--- config.mk ---
export PLATFORM = sky130hd
export DESIGN_NAME = acio_shift_unit
export DESIGN_NICKNAME = d
export VERILOG_FILES = /design/src/rtl/acio_shift_pkg.sv /design/src/rtl/acio_shift_decode.sv /design/src/rtl/acio_shift_step.sv /design/src/rtl/acio_shift_unit.sv
export SDC_FILE = /design/constraint.sdc
export NUM_CORES = 1
export LEC_CHECK = 0
export ABC_AREA = 0
export BUFFER_PORTS_ARGS = -buffer_cell sky130_fd_sc_hd__buf_2
export CAP_MARGIN = 20
export CORE_ASPECT_RATIO = 0.8
export CORE_MARGIN = 2
export CORE_UTILIZATION = 30
export CTS_CLUSTER_DIAMETER = 30
export DETAILED_ROUTE_END_ITERATION = 7
export SETUP_SLACK_MARGIN = 0.05
export SLEW_MARGIN = 40
export SYNTH_ARGS = -nofsm -noshare
export SYNTH_HDL_FRONTEND = slang
export SYNTH_SLANG_ARGS = --single-unit
--- constraint.sdc ---
create_clock -name clk -period 4 [get_ports clk]
set_input_delay 0.2 -clock clk [delete_from_list [all_inputs] [get_ports clk]]
set_output_delay 0.2 -clock clk [all_outputs]
set_load 0.01 [all_outputs]
--- src/rtl/acio_shift_pkg.sv ---
package acio_shift_pkg;

    localparam int DATA_W  = 24;
    localparam int COUNT_W = 4;

    typedef struct packed {
        logic right;
        logic arith;
        logic use_io;
        logic use_ac;
    } shmode_t;

    typedef enum logic {
        ST_IDLE = 1'b0,
        ST_RUN  = 1'b1
    } shstate_t;

endpackage

--- src/rtl/acio_shift_decode.sv ---
module acio_shift_decode
    import acio_shift_pkg::*;
#(
    parameter int CW = COUNT_W
) (
    input  logic [3:0]    sub_op,
    input  logic [CW-1:0] cnt_field,
    output shmode_t       mode,
    output logic [CW-1:0] steps
);

    always_comb begin
        mode = shmode_t'(sub_op);
        if (mode.use_ac || mode.use_io) begin
            steps = ~cnt_field;
        end else begin
            steps = '0;
        end
    end

endmodule

--- src/rtl/acio_shift_step.sv ---
module acio_shift_step
    import acio_shift_pkg::*;
#(
    parameter int W = DATA_W
) (
    input  shmode_t      mode,
    input  logic [W-1:0] ac,
    input  logic [W-1:0] io,
    output logic [W-1:0] ac_nx,
    output logic [W-1:0] io_nx
);

    function automatic logic [W-1:0] single_step(input logic [W-1:0] r,
                                                 input logic right,
                                                 input logic arith);
        logic [W-1:0] res;
        case ({arith, right})
            2'b00:   res = {r[W-2:0], r[W-1]};
            2'b01:   res = {r[0], r[W-1:1]};
            2'b10:   res = {r[W-1], r[W-3:0], r[W-1]};
            default: res = {r[W-1], r[W-1], r[W-2:1]};
        endcase
        return res;
    endfunction

    logic sgn;

    always_comb begin
        sgn   = ac[W-1];
        ac_nx = ac;
        io_nx = io;
        case ({mode.use_ac, mode.use_io})
            2'b10: ac_nx = single_step(ac, mode.right, mode.arith);
            2'b01: io_nx = single_step(io, mode.right, mode.arith);
            2'b11: begin
                case ({mode.arith, mode.right})
                    2'b00: begin
                        ac_nx = {ac[W-2:0], io[W-1]};
                        io_nx = {io[W-2:0], ac[W-1]};
                    end
                    2'b01: begin
                        ac_nx = {io[0], ac[W-1:1]};
                        io_nx = {ac[0], io[W-1:1]};
                    end
                    2'b10: begin
                        ac_nx = {sgn, ac[W-3:0], io[W-2]};
                        io_nx = {io[W-1], io[W-3:0], sgn};
                    end
                    default: begin
                        ac_nx = {sgn, sgn, ac[W-2:1]};
                        io_nx = {io[W-1], ac[0], io[W-2:1]};
                    end
                endcase
            end
            default: begin
                ac_nx = ac;
                io_nx = io;
            end
        endcase
    end

endmodule

--- src/rtl/acio_shift_unit.sv ---
module acio_shift_unit
    import acio_shift_pkg::*;
#(
    parameter int W  = DATA_W,
    parameter int CW = COUNT_W
) (
    input  logic          clk,
    input  logic          rst_n,
    input  logic          start,
    input  logic [3:0]    sub_op,
    input  logic [CW-1:0] cnt_field,
    input  logic [W-1:0]  ac_in,
    input  logic [W-1:0]  io_in,
    output logic [W-1:0]  ac_out,
    output logic [W-1:0]  io_out,
    output logic          busy,
    output logic          done
);

    typedef struct packed {
        shstate_t      st;
        shmode_t       mode;
        logic [CW-1:0] cnt;
        logic [W-1:0]  ac;
        logic [W-1:0]  io;
        logic          done;
    } regs_t;

    regs_t         r_d, r_q;
    shmode_t       dec_mode;
    logic [CW-1:0] dec_steps;
    logic [W-1:0]  ac_nx, io_nx;

    logic m_arith, m_ac, m_io;

    acio_shift_decode #(.CW(CW)) u_dec (
        .sub_op    (sub_op),
        .cnt_field (cnt_field),
        .mode      (dec_mode),
        .steps     (dec_steps)
    );

    acio_shift_step #(.W(W)) u_step (
        .mode  (r_q.mode),
        .ac    (r_q.ac),
        .io    (r_q.io),
        .ac_nx (ac_nx),
        .io_nx (io_nx)
    );

    always_comb begin
        r_d      = r_q;
        r_d.done = 1'b0;
        case (r_q.st)
            ST_IDLE: begin
                if (start) begin
                    r_d.st   = ST_RUN;
                    r_d.mode = dec_mode;
                    r_d.cnt  = dec_steps;
                    r_d.ac   = ac_in;
                    r_d.io   = io_in;
                end
            end
            default: begin
                if (r_q.cnt == '0) begin
                    r_d.st   = ST_IDLE;
                    r_d.done = 1'b1;
                end else begin
                    r_d.ac  = ac_nx;
                    r_d.io  = io_nx;
                    r_d.cnt = r_q.cnt - 1'b1;
                end
            end
        endcase
    end

    always_ff @(posedge clk or negedge rst_n) begin
        if (!rst_n) begin
            r_q <= '0;
        end else begin
            r_q <= r_d;
        end
    end

    assign ac_out  = r_q.ac;
    assign io_out  = r_q.io;
    assign busy    = (r_q.st == ST_RUN);
    assign done    = r_q.done;
    assign m_arith = r_q.mode.arith;
    assign m_ac    = r_q.mode.use_ac;
    assign m_io    = r_q.mode.use_io;

endmodule

==> impl_metrics.toml <==
[status]
status = "complete, no violations"

[floorplan]
die_h_um = 102
die_area_sq_mm = 0.0129
start_util_pct = 30.9
io_pins = 109
row_count = 35
dieWidth_um = 126
core_region_area_sq_mm = 0.0116

[critical_path]
crit_required_ns = 4.21
slowest_stage = "or4_4"
worstPathArrival_ns = 2.72
rr_worst_depth = 3
r2r-end = "r_q[52]$_DFFE_PN0P_"
critPathMaxFanout = 47
reg2reg_from = "busy$_DFF_PN0_"
worstPathCellList = "clkinv_2 -> or4_4 -> a311o_1"
cp-end-kind = "flip-flop"
reg2reg_slack_ns = 1.48
worstSetupPathType = "flip-flop to flip-flop"
worstSetupStartpointType = "flip-flop"
max_stage_delay_ns = 0.72

[global_routing]
grt_pass1_wl_um = 15200
gr-total-overflow = 0
track_usage_pct = 14.9
grt_max_degree = 48
antenna_found_initial = 0
grt_pass1_vias = 2904

[power]
seq_power_share_pct = 31.9
combPwrFrac_pct = 51.4
switching_share_pct = 45.3
power_switching_uw = 1890
powerDensity_mw_per_mm2 = 990
power_uw = 4160
clkPwrFrac_pct = 16.7
peakVddDrop_uv = 347
p_leak_uw = 0.00194
cell_internal_pwr_uw = 2280

[route]
wl_per_cell_um = 14.9
first_iter_violations = 172
routed_via_density = 4.81
dr.pass1.iters = 4
vias = 3049
drc_errors = 0
postRouteAntennaNets = 0
wirelength_um = 9420

[clocking]
htreeDepth = 3
clkLatencyLatePin_ns = 0.33
clockBufferDepth = 2
cts_setup_buffers = 0
path_clk_slew_ns = 0.05
post_cts_resized = 0
root_buffer = "clkbuf_16"
numCtsBuffers = 9
cts.sinks = 58
cts_tree = "yes"

[sta]
period_needed_ns = 2.52
slew_violations = 0
setup_ws_ns = 1.48
finalHoldViolCount = 0
tightestPinTransition_ns = 0.701
slew_headroom_pct = 53.3
period_share_pct = 62.9
tns_ns = 0
fin_hold_ws_ns = 0.0905
max_freq_mhz = 397
finClkSkew_ns = 0.00481
rsz0062_at_grt = "no"
setup_violations = 0

[logic_synthesis]
ys_seq_area_share_pct = 40.4
synth_top_area_share_pct = 40.4
syn_avg_cell_area_sq_um = 8.31
yosys.area.top_type = "dfrtp_1"
netlist_area_sq_mm = 0.00359
yosysUniqueCellTypes = 35
syn_inst = 432
synth_area_leaders = "dfrtp_1, a21oi_1, mux2i_1, buf_4, nor2_1"
syn-num-nets = 493
yosysWarnings = 0
ys_ff_latch = 58

[min_path]
min_path_cells = 3
min-delay-start = "sub_op[2]"
hold_path.class = "input pin to flip-flop"
hold_end = "m_arith$_DFFE_PN0P_"

[placed_design]
place_hpwl_um = 6700
port-buffer-count = 108
post-place-ws_ns = 1.82
gp_congestion = 0.790

[job]
maxCapViolations = 0

[final_layout]
antennaDiodeCount = 0
final_cell_mix = "buf_2, nor2_1, a21oi_1, dfrtp_1, mux2i_1"
final_common_cell = "buf_2"
fillers = 1200
multiInputGateArea_sq_mm = 0.00165
finalNetCount = 542
area_delta_synth_final_pct = 17.2
layout-drive-gt1-share_pct = 28.2
regArea_sq_mm = 0.00146
[state kept, by name (all words and copies together) (netlist names)]
signal	flops
busy	1
ac_out	24
done	1
r_q	5
m_arith	1
io_out	24
m_io	1
m_ac	1
[logic make-up (layout without fill, tap and decap cells)]
family | after synthesis | count (layout) | synth area share [%]
compound gates | 114 | 114 | 17.1
simple gates | 128 | 128 | 14.5
flops | 58 | 58 | 40.4
buf+inv | 84 | 138 | 14.4
mux | 46 | 46 | 12.9
fa+ha+maj | 2 | 2 | 0.697
[power by group through the flow]
stage          sequential [uW]  clock (uW)  combinational, uW
4_1_cts                   1320         713               2170
3_3_place_gp              1320           0               2050
6_report                  1330         697               2140
5_1_grt                   1370         744               2450
3_5_place_dp              1320           0               2160
2_1_floorplan             1130           0               1990
[worst max-delay path, delay by kind of cell, from the launching register on]
| kind | cells | cell delay [ns] |
|---|---|---|
| AOI/OAI and AO/OA | 1 | 0.35 |
| buffers and inverters | 1 | 0.68 |
| DFF | 1 | 0.64 |
| and+or+nand+nor | 1 | 0.72 |
[stage by stage]
step	cell area [sq um]	utilization, %	cells
floorplan	3590	-	432
global placement	3880	33.4	614
detailed placement	3920	33.8	617
CTS	4200	36.2	634
global route	4210	36.2	634
finish	4210	36.2	634
[metal layers]
metal | share of wire [%] | GRT usage (%) | vias up
li1 | - | - | 1523
met1 | 48 | 20.1 | 1437
met2 | 45 | 22.8 | 80
met3 | 6.1 | 4.97 | 9
met4 | 1.0 | 4.48 | 0
met5 | 0 | 0 | -
[what timing repair did]
item                                    4_1_cts  5_1_grt
hold buffers                                  1        0
endpoints found under the setup margin        0        0
endpoints found under the hold margin        23        0
[synth_stat cells (all sizes together)]
cell type	count
a21oi	89
a22o	1
a2bb2oi	1
a311o	1
a31o	1
a31oi	4
a32o	1
and3	1
and4b	1
buf	65
clkbuf	12
dfrtp	58
ha	2
inv	7
mux2	2
mux2i	44
nand2	25
nand2b	1
nand3	1
nand4bb	1
nor2	91
nor2b	3
nor3	2
nor3b	1
o2111ai	1
o211ai	1
o21ai	10
o22a	1
o22ai	2
o31ai	1
or4	1
[area by class of cell]
cell class,instances,share of cell area (%)
inverters,7,0.655
clock buffers,10,5.68
flip-flops and latches,58,34.6
clock inverters,6,0.774
well taps,148,4.40
multi-input cells,290,39.3
repair buffers,115,14.6
[worst max path at each step]
stage / slack (ns) / start / to
2_1_floorplan: 2.44 / busy$_DFF_PN0_ / r_q[52]$_DFFE_PN0P_
3_3_place_gp: 1.82 / busy$_DFF_PN0_ / r_q[52]$_DFFE_PN0P_
5_1_grt: 1.33 / busy$_DFF_PN0_ / r_q[52]$_DFFE_PN0P_
3_5_place_dp: 1.82 / busy$_DFF_PN0_ / r_q[52]$_DFFE_PN0P_
4_1_cts: 1.82 / busy$_DFF_PN0_ / r_q[52]$_DFFE_PN0P_
6_report: 1.48 / busy$_DFF_PN0_ / r_q[52]$_DFFE_PN0P_
(Power assumes the default switching activity.)
